<file path="config.mk">
export PLATFORM = sky130hd
export DESIGN_NAME = gpio_tmr_port
export DESIGN_NICKNAME = d
export VERILOG_FILES = /design/src/rtl/gpio_port_pkg.sv /design/src/rtl/gpio_in_sync.sv /design/src/rtl/gpio_port_regs.sv /design/src/rtl/gpio_pad_mux.sv /design/src/rtl/gpio_tmr_port.sv
export SDC_FILE = /design/constraint.sdc
export NUM_CORES = 1
export LEC_CHECK = 0
export BUFFER_PORTS_ARGS = -buffer_cell sky130_fd_sc_hd__buf_2
export CORE_AREA = 2 2 56 69
export DETAILED_ROUTE_END_ITERATION = 8
export DIE_AREA = 0 0 58 71
export GPL_TIMING_DRIVEN = 0
export MAX_ROUTING_LAYER = met4
export PLACE_DENSITY_LB_ADDON = 0.2
export SLEW_MARGIN = 20
export SYNTH_ARGS = -nofsm -noshare
export SYNTH_HDL_FRONTEND = slang
export SYNTH_SLANG_ARGS = --single-unit
</file>
<file path="constraint.sdc">
create_clock -name clk -period 0.9 [get_ports clk]
set_input_delay 0.09 -clock clk [delete_from_list [all_inputs] [get_ports clk]]
set_output_delay 0.09 -clock clk [all_outputs]
set_load 0.02 [all_outputs]
</file>
<file path="src/rtl/gpio_port_pkg.sv">
`timescale 1ns/100ps
package gpio_port_pkg;
    localparam int PORT_W = 8;
    localparam int ADDR_W = 2;
    localparam int SYNC_STAGES = 2;

    typedef enum logic [ADDR_W-1:0] {
        SEL_VALUE = 2'd0,
        SEL_SENSE = 2'd1,
        SEL_DIR   = 2'd2,
        SEL_NONE  = 2'd3
    } reg_sel_e;

    typedef struct packed {
        logic wr_value;
        logic wr_dir;
        logic wr_sense;
    } wr_strobe_t;

    function automatic reg_sel_e decode_sel(input logic [ADDR_W-1:0] a);
        return reg_sel_e'(a);
    endfunction

    function automatic wr_strobe_t make_strobes(input logic wr, input reg_sel_e s);
        wr_strobe_t st;
        st.wr_value = wr && (s == SEL_VALUE);
        st.wr_dir   = wr && (s == SEL_DIR);
        st.wr_sense = wr && (s == SEL_SENSE);
        return st;
    endfunction
endpackage

</file>
<file path="src/rtl/gpio_in_sync.sv">
`timescale 1ns/100ps
module gpio_in_sync #(
    parameter int W = 8
) (
    input  logic         clk,
    input  logic         rst,
    input  logic [W-1:0] pin_raw,
    output logic [W-1:0] pin_sync
);
    logic [W-1:0] stage1_q;
    logic [W-1:0] stage2_q;
    logic [1:0]   warm_q;

    always_ff @(posedge clk) begin
        if (rst) begin
            stage1_q <= '0;
            stage2_q <= '0;
        end else begin
            stage1_q <= pin_raw;
            stage2_q <= stage1_q;
        end
    end

    // edges seen since reset release, saturating; used only by the checks
    always_ff @(posedge clk) begin
        if (rst)                 warm_q <= 2'd0;
        else if (warm_q != 2'd2) warm_q <= warm_q + 2'd1;
    end

    assign pin_sync = stage2_q;

    AST_SYNC_RESET: assert property (@(posedge clk) rst |=> (pin_sync == '0));
    AST_SYNC_DELAY: assert property (@(posedge clk) disable iff (rst)
        (warm_q == 2'd2) |-> (pin_sync == $past(pin_raw, 2)));
endmodule

</file>
<file path="src/rtl/gpio_port_regs.sv">
`timescale 1ns/100ps
module gpio_port_regs
    import gpio_port_pkg::*;
#(
    parameter int W = 8
) (
    input  logic         clk,
    input  logic         rst,
    input  wr_strobe_t   strobe,
    input  logic [W-1:0] wdata,
    output logic [W-1:0] value_q,
    output logic [W-1:0] dir_q
);
    always_ff @(posedge clk) begin
        if (rst) begin
            value_q <= '0;
            dir_q   <= '0;
        end else begin
            if (strobe.wr_value) value_q <= wdata;
            if (strobe.wr_dir)   dir_q   <= wdata;
        end
    end

    AST_DIR_HOLD: assert property (@(posedge clk) disable iff (rst)
        !strobe.wr_dir |=> $stable(dir_q));
    AST_VALUE_HOLD: assert property (@(posedge clk) disable iff (rst)
        !strobe.wr_value |=> $stable(value_q));
    AST_SENSE_WR_IGNORED: assert property (@(posedge clk) disable iff (rst)
        strobe.wr_sense |=> ($stable(value_q) && $stable(dir_q)));
endmodule

</file>
<file path="src/rtl/gpio_pad_mux.sv">
`timescale 1ns/100ps
module gpio_pad_mux #(
    parameter int W = 8
) (
    input  logic [W-1:0] dir,
    input  logic [W-1:0] value,
    input  logic [W-1:0] ovr_en,
    input  logic [W-1:0] ovr_val,
    output logic [W-1:0] oe,
    output logic [W-1:0] out
);
    for (genvar i = 0; i < W; i++) begin : g_pin
        always_comb begin
            if (ovr_en[i]) begin
                oe[i]  = 1'b1;
                out[i] = ovr_val[i];
            end else begin
                oe[i]  = dir[i];
                out[i] = value[i];
            end
        end
    end
endmodule

</file>
<file path="src/rtl/gpio_tmr_port.sv">
`timescale 1ns/100ps
module gpio_tmr_port
    import gpio_port_pkg::*;
#(
    parameter int W = PORT_W
) (
    input  logic              clk,
    input  logic              rst,
    input  logic [ADDR_W-1:0] bus_addr,
    input  logic              bus_wr,
    input  logic              bus_rd,
    input  logic [W-1:0]      bus_wdata,
    output logic [W-1:0]      bus_rdata,
    input  logic [W-1:0]      pin_in,
    input  logic [W-1:0]      tmr_ovr_en,
    input  logic [W-1:0]      tmr_ovr_val,
    output logic [W-1:0]      pin_oe,
    output logic [W-1:0]      pin_out
);
    reg_sel_e     sel;
    wr_strobe_t   strobe;
    logic [W-1:0] pin_sync;
    logic [W-1:0] value_q;
    logic [W-1:0] dir_q;
    logic [W-1:0] value_view;

    assign sel    = decode_sel(bus_addr);
    assign strobe = make_strobes(bus_wr, sel);

    gpio_in_sync #(.W(W)) i_sync (
        .clk(clk), .rst(rst), .pin_raw(pin_in), .pin_sync(pin_sync)
    );

    gpio_port_regs #(.W(W)) i_regs (
        .clk(clk), .rst(rst), .strobe(strobe), .wdata(bus_wdata),
        .value_q(value_q), .dir_q(dir_q)
    );

    gpio_pad_mux #(.W(W)) i_mux (
        .dir(dir_q), .value(value_q), .ovr_en(tmr_ovr_en),
        .ovr_val(tmr_ovr_val), .oe(pin_oe), .out(pin_out)
    );

    // per-bit view of the port-value register: latch for outputs, pad for inputs
    for (genvar i = 0; i < W; i++) begin : g_view
        assign value_view[i] = dir_q[i] ? value_q[i] : pin_sync[i];
    end

    always_comb begin
        bus_rdata = '0;
        if (bus_rd) begin
            unique case (sel)
                SEL_VALUE: bus_rdata = value_view;
                SEL_SENSE: bus_rdata = pin_sync;
                SEL_DIR:   bus_rdata = dir_q;
                SEL_NONE:  bus_rdata = '0;
            endcase
        end
    end

    AST_OVR_KEEPS_DIR: assert property (@(posedge clk) disable iff (rst)
        ((|tmr_ovr_en) && !strobe.wr_dir) |=> $stable(dir_q));
    AST_PAD_SILENT_AFTER_RESET: assert property (@(posedge clk)
        (rst && $past(rst) && (tmr_ovr_en == '0)) |-> (pin_oe == '0));
endmodule

</file>
==> impl_metrics.toml <==
[floorplanning]
die_w_um = 58
initial_utilization_pct = 46.4
ios = 62
die_height_um = 71
core_mm2 = 0.00348
dieArea_mm2 = 0.00412
fp-row-count = 24

[clocking]
clock-root-buffer = "clkbuf_8"
holdBufCountCts = 0
clk_latency_ns = 0.28
cts_tree = "done"
cts_buffers = 5
cts_max_path_buffers = 2
h-tree-depth = 2
clock_sinks = 32
clk_pin_slew_ns = 0.06

[routing]
drtIter0Drc = 23
drt-pass1-iter-count = 4
wirelength_um = 3790
dr_total_vias = 1282
wl_per_cell_um = 14.7
vias_per_cell = 4.99
drc = 0
ant_nets = 0

[global_route]
grt_max_degree = 11
antenna_found_initial = 0
grt-ovfl-total = 0
grt.total_usage_pct = 20.5
grt_pass1_wl_um = 6120
grt_pass1_vias = 1351

[placement]
dpl-instance-area_mm2 = 0.00200
placement.io_buffers = 58
gp_congestion = 0.753
hpwlAfterDp_um = 2590

[worst_hold_path]
hp-class = "in2reg"
min_to = "i_sync.stage1_q[4]"
holdPathStages = 2
min-delay-start = "pin_in[4]"

[logic_synthesis]
synth_area_mm2 = 0.00162
syn_area_per_cell_um2 = 10.8
yosysUniqueCellTypes = 15
ys_ff_latch = 32
ys_warn_count = 0
synth_cells = 149
ys_seq_area_share_pct = 39.7
synth_fp_nets = 187

[critical_path]
end_kind = "output pin"
reg2regPathDepth = 3
required_ns = 0.81
critical_path_class = "reg2out"
timing.rr.start = "i_regs.dir_q[2]"
rr_endpoint = "i_regs.dir_q[2]"
r2r_slack_ns = 0.21
cp.arrival_ns = 1.14
start_kind = "register"
cp_max_fo = 3

[sta]
post-route-period-util_pct = 137
maxSlewViolCount = 0
finalSetupViolCount = 24
fin_crit_ns = 1.23
setup_ws_ns = -0.329
fmax_mhz = 814
rsz0062_at_grt = "yes"
slew_headroom_pct = 67.5
fin_skew_ns = 0.00326
report.final.hold_viol_count = 0
fin_setup_tns_ns = -5.92
worst_pin_slew_ns = 0.487

[status]
status = "finished with violations"
violations = "negative setup slack"

[finish]
final_cell_mix = "38 x nand2b_1, 35 x buf_2, 25 x buf_6"
syn_to_final_growth_pct = 46.5
final_area_mm2 = 0.00237
final_net_count = 256
num_antenna_cells = 0
final_common_cell = "nand2b_1"
drive_gt1_share_pct = 58.7

[power]
leakage_nw = 0.992
power_density_mw_per_mm2 = 1410
vdd.ir_drop.worst_uv = 1320

[job]
drv_cap = 0
==> cells in the mapped netlist <==
cell type	count	area, µm²
inv_1	1	3.75
a211oi_2	2	25.0
nand2b_4	2	27.5
dfxtp_1	32	641
buf_6	6	67.6
mux2i_1	16	160
nand3b_4	1	20.0
mux2_2	8	90.1
a211oi_1	6	45.0
or2_2	8	50.1
nor2b_1	16	100
nor4b_2	8	120
nand2b_1	38	238
nor3b_2	1	12.5
clkbuf_1	4	15.0
==> final cells by class <==
cell class	instances	area (µm²)
well taps	39	48.8
multi-input cells	106	1010
inverters	1	3.75
repair buffers	62	449
clock buffers	7	96.3
fillers	267	1120
plain buffers	10	82.6
flip-flops and latches	32	672
==> through the flow <==
| stage | setup WS (ns) | power (W) | std cells | utilization (%) | hold slack [ns] |
|---|---|---|---|---|---|
| after global placement | -0.122 | 0.00203 | 246 | 57.4 | 0.298 |
| after floorplan | -0.0128 | 0.00187 | 149 | - | 0.218 |
| final | -0.329 | 0.00334 | 257 | 67.9 | 0.0116 |
| after global routing | -0.362 | 0.00348 | 257 | 67.9 | 0.0175 |
| after detailed placement | -0.139 | 0.00205 | 246 | 57.4 | 0.304 |
| after CTS | -0.314 | 0.00335 | 254 | 66.6 | 0.00775 |
==> repair_timing <==
| action | in CTS | in global routing |
|---|---|---|
| endpoints found under the setup margin | 24 | 24 |
| buffers inserted | 1 | 3 |
| pin swaps | 19 | 3 |
| resized for setup | 73 | 6 |
==> worst max-delay path: stages (launching register included) <==
cell and delay [ns]:
dfxtp_2 0.34, nand2b_1 0.07, a211oi_2 0.26, buf_4 0.18
==> routing by layer <==
layer | up-vias | GRT usage [%] | share of wire [%]
li1 | 634 | - | -
met1 | 594 | 20.6 | 39
met2 | 44 | 36.0 | 53
met3 | 10 | 6.95 | 5.4
met4 | 0 | 8.01 | 2.9
met5 | - | - | 0
==> worst max-delay path by stage <==
stage                          from           end  slack [ns]  cells after the start
finish              i_regs.dir_q[0]  bus_rdata[0]       -0.33                      3
global route        i_regs.dir_q[6]  bus_rdata[6]       -0.36                      3
CTS                 i_regs.dir_q[0]  bus_rdata[0]       -0.31                      3
detailed placement      bus_addr[1]  bus_rdata[6]       -0.14                      5
global placement        bus_addr[1]  bus_rdata[5]       -0.12                      5
floorplan               bus_addr[1]  bus_rdata[5]       -0.01                      4
==> logic make-up after synthesis <==
family	after synthesis	synth area share (%)
flip-flops	32	39.7
multiplexers	24	15.5
buffers and inverters	11	5.34
AND/OR/NAND/NOR	74	35.2
AO/OA/AOI/OAI	8	4.34
==> power by group <==
part | total [W] | switching, W | internal [W]
sequential | 0.00151 | 0.0000380 | 0.00147
clock | 0.00120 | 0.000516 | 0.000680
combinational | 0.000629 | 0.000283 | 0.000347
==> registers in the layout, indices dropped and copies added (netlist names) <==
signal and count:
i_regs.dir_q 8, i_sync.pin_sync 8, i_sync.stage1_q 8, i_regs.value_q 8
Power figures use the tool's default switching activity.
